**src/rtl/sat_fxmul_pkg.sv**
```systemverilog
package sat_fxmul_pkg;
  typedef enum logic [1:0] {
    OVF_NONE = 2'd0,
    OVF_NEG  = 2'd1,
    OVF_POS  = 2'd2
  } ovf_e;

  // Number of product bits, from the top down to the result sign bit.
  function automatic int guard_bits(input int w, input int f);
    return w - f + 1;
  endfunction
endpackage

```
**src/rtl/sat_fxmul_prod.sv**
```systemverilog
module sat_fxmul_prod #(
  parameter int W = 8
) (
  input  logic [W-1:0]   a,
  input  logic [W-1:0]   b,
  output logic [2*W-1:0] p
);
  localparam int PW = 2 * W;

  logic signed [PW-1:0] a_ext;
  logic signed [PW-1:0] b_ext;

  always_comb begin
    a_ext = PW'($signed(a));
    b_ext = PW'($signed(b));
    p     = a_ext * b_ext;
  end
endmodule

```
**src/rtl/sat_fxmul_ovf.sv**
```systemverilog
module sat_fxmul_ovf
  import sat_fxmul_pkg::*;
#(
  parameter int W    = 8,
  parameter int FRAC = 4
) (
  input  logic [2*W-1:0] p,
  output ovf_e           kind
);
  localparam int PW   = 2 * W;
  localparam int HALF = W / 2;
  localparam int GB   = guard_bits(W, FRAC);

  logic neg;
  logic pos;

  generate
    if ((W % 2 == 0) && (FRAC == HALF)) begin : g_split
      // Upper half of the guard field, and the sign of the half below it.
      logic [HALF-1:0] hh;
      logic            hl_sign;
      always_comb begin
        hh      = p[PW-1 -: HALF];
        hl_sign = p[PW-1-HALF];
        // Upper half below minus one, or equal to minus one with a
        // non-negative lower half.
        neg = (hh[HALF-1] && !(&hh)) || ((&hh) && !hl_sign);
        // Upper half above zero, or equal to zero with a negative lower half.
        pos = (!hh[HALF-1] && (|hh)) || (!(|hh) && hl_sign);
      end
    end else begin : g_field
      logic [GB-1:0] fld;
      always_comb begin
        fld = p[PW-1 -: GB];
        neg = fld[GB-1] && !(&fld);
        pos = !fld[GB-1] && (|fld);
      end
    end
  endgenerate

  always_comb begin
    if (neg)      kind = OVF_NEG;
    else if (pos) kind = OVF_POS;
    else          kind = OVF_NONE;
  end
endmodule

```
**src/rtl/sat_fxmul_clamp.sv**
```systemverilog
module sat_fxmul_clamp
  import sat_fxmul_pkg::*;
#(
  parameter int W    = 8,
  parameter int FRAC = 4
) (
  input  logic [2*W-1:0] p,
  input  ovf_e           kind,
  output logic [W-1:0]   res,
  output logic           sat
);
  localparam int PW = 2 * W;
  localparam logic [W-1:0] MAXV = {1'b0, {(W-1){1'b1}}};
  localparam logic [W-1:0] MINV = {1'b1, {(W-1){1'b0}}};

  logic signed [PW-1:0] shifted;

  always_comb begin
    shifted = $signed(p) >>> FRAC;
    unique case (kind)
      OVF_NEG: begin res = MINV;             sat = 1'b1; end
      OVF_POS: begin res = MAXV;             sat = 1'b1; end
      default: begin res = shifted[W-1:0];   sat = 1'b0; end
    endcase
  end
endmodule

```
**src/rtl/sat_fxmul.sv**
```systemverilog
module sat_fxmul
  import sat_fxmul_pkg::*;
#(
  parameter int W    = 8,
  parameter int FRAC = 4
) (
  input  logic         clk,
  input  logic         rst,
  input  logic         in_valid,
  input  logic [W-1:0] op_a,
  input  logic [W-1:0] op_b,
  output logic         out_valid,
  output logic [W-1:0] out_data,
  output logic         out_sat
);
  localparam int PW = 2 * W;

  logic [PW-1:0] prod;
  ovf_e          kind;
  logic [W-1:0]  res_c;
  logic          sat_c;

  sat_fxmul_prod #(.W(W)) u_prod (
    .a(op_a), .b(op_b), .p(prod)
  );

  sat_fxmul_ovf #(.W(W), .FRAC(FRAC)) u_ovf (
    .p(prod), .kind(kind)
  );

  sat_fxmul_clamp #(.W(W), .FRAC(FRAC)) u_clamp (
    .p(prod), .kind(kind), .res(res_c), .sat(sat_c)
  );

  always_ff @(posedge clk) begin
    if (rst) begin
      out_valid <= 1'b0;
      out_data  <= '0;
      out_sat   <= 1'b0;
    end else begin
      out_valid <= in_valid;
      if (in_valid) begin
        out_data <= res_c;
        out_sat  <= sat_c;
      end
    end
  end
endmodule

```
**config.mk**
```make
export PLATFORM = sky130hd
export DESIGN_NAME = sat_fxmul
export DESIGN_NICKNAME = d
export VERILOG_FILES = /design/src/rtl/sat_fxmul_pkg.sv /design/src/rtl/sat_fxmul_prod.sv /design/src/rtl/sat_fxmul_ovf.sv /design/src/rtl/sat_fxmul_clamp.sv /design/src/rtl/sat_fxmul.sv
export SDC_FILE = /design/constraint.sdc
export NUM_CORES = 1
export LEC_CHECK = 0
export BUFFER_PORTS_ARGS = -buffer_cell sky130_fd_sc_hd__buf_4
export CORE_ASPECT_RATIO = 1.2
export CORE_MARGIN = 5
export CORE_UTILIZATION = 39
export DETAILED_ROUTE_END_ITERATION = 8
export PLACE_DENSITY = 0.64
export SLEW_MARGIN = 15
export SYNTH_ARGS = -nofsm -noshare
export SYNTH_HDL_FRONTEND = slang
export SYNTH_SLANG_ARGS = --single-unit
```
**constraint.sdc**
```tcl
create_clock -name clk -period 5.42 [get_ports clk]
set_clock_uncertainty 0.15 [all_clocks]
set_input_delay 1.084 -clock clk [delete_from_list [all_inputs] [get_ports clk]]
set_output_delay 1.084 -clock clk [all_outputs]
set_load 0.01 [all_outputs]
```
==> reports/results.txt <==
top area cells in the synthesized netlist - fa_1, ha_1, inv_1
top cell type's share of synthesized area - 0.359
Final WS setup - 12.9 ps
total negative setup slack - 0 ps
fraction of layout cells with a size suffix above 1 - 0.382
Synth cell types - 46
Die Span X - 90.2 um
synthesized area - 0.00301 mm2
adder-cell share of the synthesized area - 0.475
YS warnings - 0
hold crit path type - reg2reg
maximum number of pins on one net before global-route repair - 12
Mapped Nets - 431
DRC viols - 0
total CTS buffers - 3
Final setup viols - 0
Final Total Pwr - 2.64 mW
initial antenna violation count - 0
Worst EP required - 5430 ps
simple-gate share of the synthesized area - 0.198
Layout Cells excl Fill - 508
WL final - 6380 um
Final GP Congestion - 0.841
FMAX - 185 MHz
VDD IR max - 0.000563 V
Antenna Nets Post-Route - 0
insertion delay to the later sink of the worst-skew pair - 230 ps
Fin Hold WS - 363 ps
fin crit share - 0.998
WL/cell - 12.6 um
Std-Cell Rows - 35
largest family of logic cells by synthesized area - adder cells
Total GRT Usage - 0.141
Setup CP Type - in2reg
placed insts - 495
register bit total from synthesis - 10
sequential area share after synthesis - 0.0665
I/O pin cnt - 29
worst slew pin tran - 329 ps
Worst Setup Start Kind - input pin
compound-cell area share of the yosys netlist - 0.103
root buffer cell - clkbuf_8
routed vias - 2413
core area - 0.00762 mm2
asr flop ratio synth - 0
min cycle time layout - 5410 ps
number of synthesized flops with an enable pin - 0
final hold vios - 0
Setup WS pre-CTS - -457 ps
most area-hungry cell type in the Yosys netlist - fa_1
max cap viols - 0
area growth from synthesis to layout - 37.7%
RSZ-0062 raised after global routing - yes
IO buf count - 28
1st-pass router iterations - 4
final instance area - 0.00415 mm2
grt ovf - 0
Synth Area in XOR/XNOR - 0.0436
mean area per synthesized cell - 9.12 um2
cts hold-fix bufs - 0
Final HPWL DP - 5370 um
Iter 0 DRT Violations - 47
vias in the first global route - 2676
Pwr Density - 637 mW/mm2
vias per cell - 4.75
Rel. slew slack - 0.779
CTS Buffer Depth - 2
CP Data Arrival Time - 5420 ps
Util after Layout - 0.544
Post-DP Area - 0.00371 mm2
NumNets Final - 518
CTS Sinks - 10
CTS clk-pin slew, worst paths - 50 ps
Initial Utilization - 0.395
static leakage - 2.02 nW
Mapped Cells - 330
Die Span Y - 106 um
CP Capture Type - register
antenna cells - 0
status - finished, final reports clean
H-tree levels - 1
fin. max-slew vios - 0
Top FF cell, synth - dfxtp_1
CTS tree - done
worst-path fanout max - 8
post-synthesis mux area share - 0.00707
DIE AREA - 0.00958 mm2
first-pass GRT wire length - 11600 um
worst max-delay path, stage by stage:
cell and delay [ps]:
buf_4 120, buf_4 130, and2_1 150, ha_1 310
fa_1 480, inv_1 50, fa_1 500, fa_1 510
inv_2 50, ha_4 240, o211ai_1 300, nor3_4 80
o2111ai_2 230, a31oi_2 150, or3_4 380, and2_4 180
o21a_4 240, a211oi_2 220
final cells by class:
class / count / area [um2]
multi-input cells: 235 / 2780
repair buffers: 85 / 684
well taps: 92 / 115
inverters: 82 / 308
fillers: 675 / 3470
clock buffers: 4 / 55.1
flip-flops and latches: 10 / 200
registers in the layout, indices dropped and copies added (netlist names):
register and cells:
out_sat 1, out_data 8, out_valid 1
report_power, final:
group | total [mW] | internal [mW] | switching [mW]
combinational | 2.43 | 1.24 | 1.19
clock | 0.0943 | 0.0639 | 0.0303
sequential | 0.118 | 0.103 | 0.0152
metal layers:
layer / GRT usage / vias to the layer above / wire length, um
met5: 0 / - / 0
met4: 0.0213 / 0 / 48
met3: 0.0120 / 4 / 91
met2: 0.284 / 25 / 3710
met1: 0.163 / 1202 / 2540
li1: - / 1182 / -
cells by family (layout without fill, tap and decap cells):
family          after synthesis  in the layout
simple gates                106            106
buf+inv                      85            171
fa+ha+maj                    82             82
compound gates               30             30
xor+xnor                     15             15
flops                        10             10
mux                           2              2
cell usage after synthesis (2+ instances only):
cell type   n
and2_1     40
inv_1      81
ha_1       28
clkbuf_1    3
and3_1      2
nand2_1    21
nand2b_1    4
a21oi_1     2
a21o_1      2
a211oi_2    9
dfxtp_1    10
o2111ai_1   2
nor2b_1     7
o21ai_0     4
fa_1       54
nor2_1     15
xor2_1      3
xnor2_1    12
nor3_1      4
path summary, 6_finish.rpt:
kind	from	end	slack, ps	depth (start not counted)
max	op_b[0]	out_sat$_SDFFE_PP0P_	10	18
min	out_data[7]$_SDFFE_PP0P_	out_data[7]$_SDFFE_PP0P_	360	2
max reg2reg	out_data[5]$_SDFFE_PP0P_	out_data[5]$_SDFFE_PP0P_	4610	2
min reg2reg	out_data[7]$_SDFFE_PP0P_	out_data[7]$_SDFFE_PP0P_	360	2
repair_timing:
action / CTS / global route
endpoints found under the hold margin: 0 / 0
setup endpoints to repair: 9 / 9
gates resized for setup: 44 / 23
pin swaps: 46 / 16
setup buffers: 4 / 5
placed cells by master (no fill, tap or decap), types with 8 or more instances in the layout:
cell,Yosys,layout
a211oi_2,9,8
and2_1,40,33
and2_4,1,8
buf_4,0,75
buf_6,0,9
dfxtp_1,10,10
fa_1,54,50
ha_1,28,18
ha_4,0,10
inv_1,81,74
inv_2,1,8
nand2_1,21,15
nor2_1,15,15
xnor2_1,12,11
(Power assumes the default switching activity.)
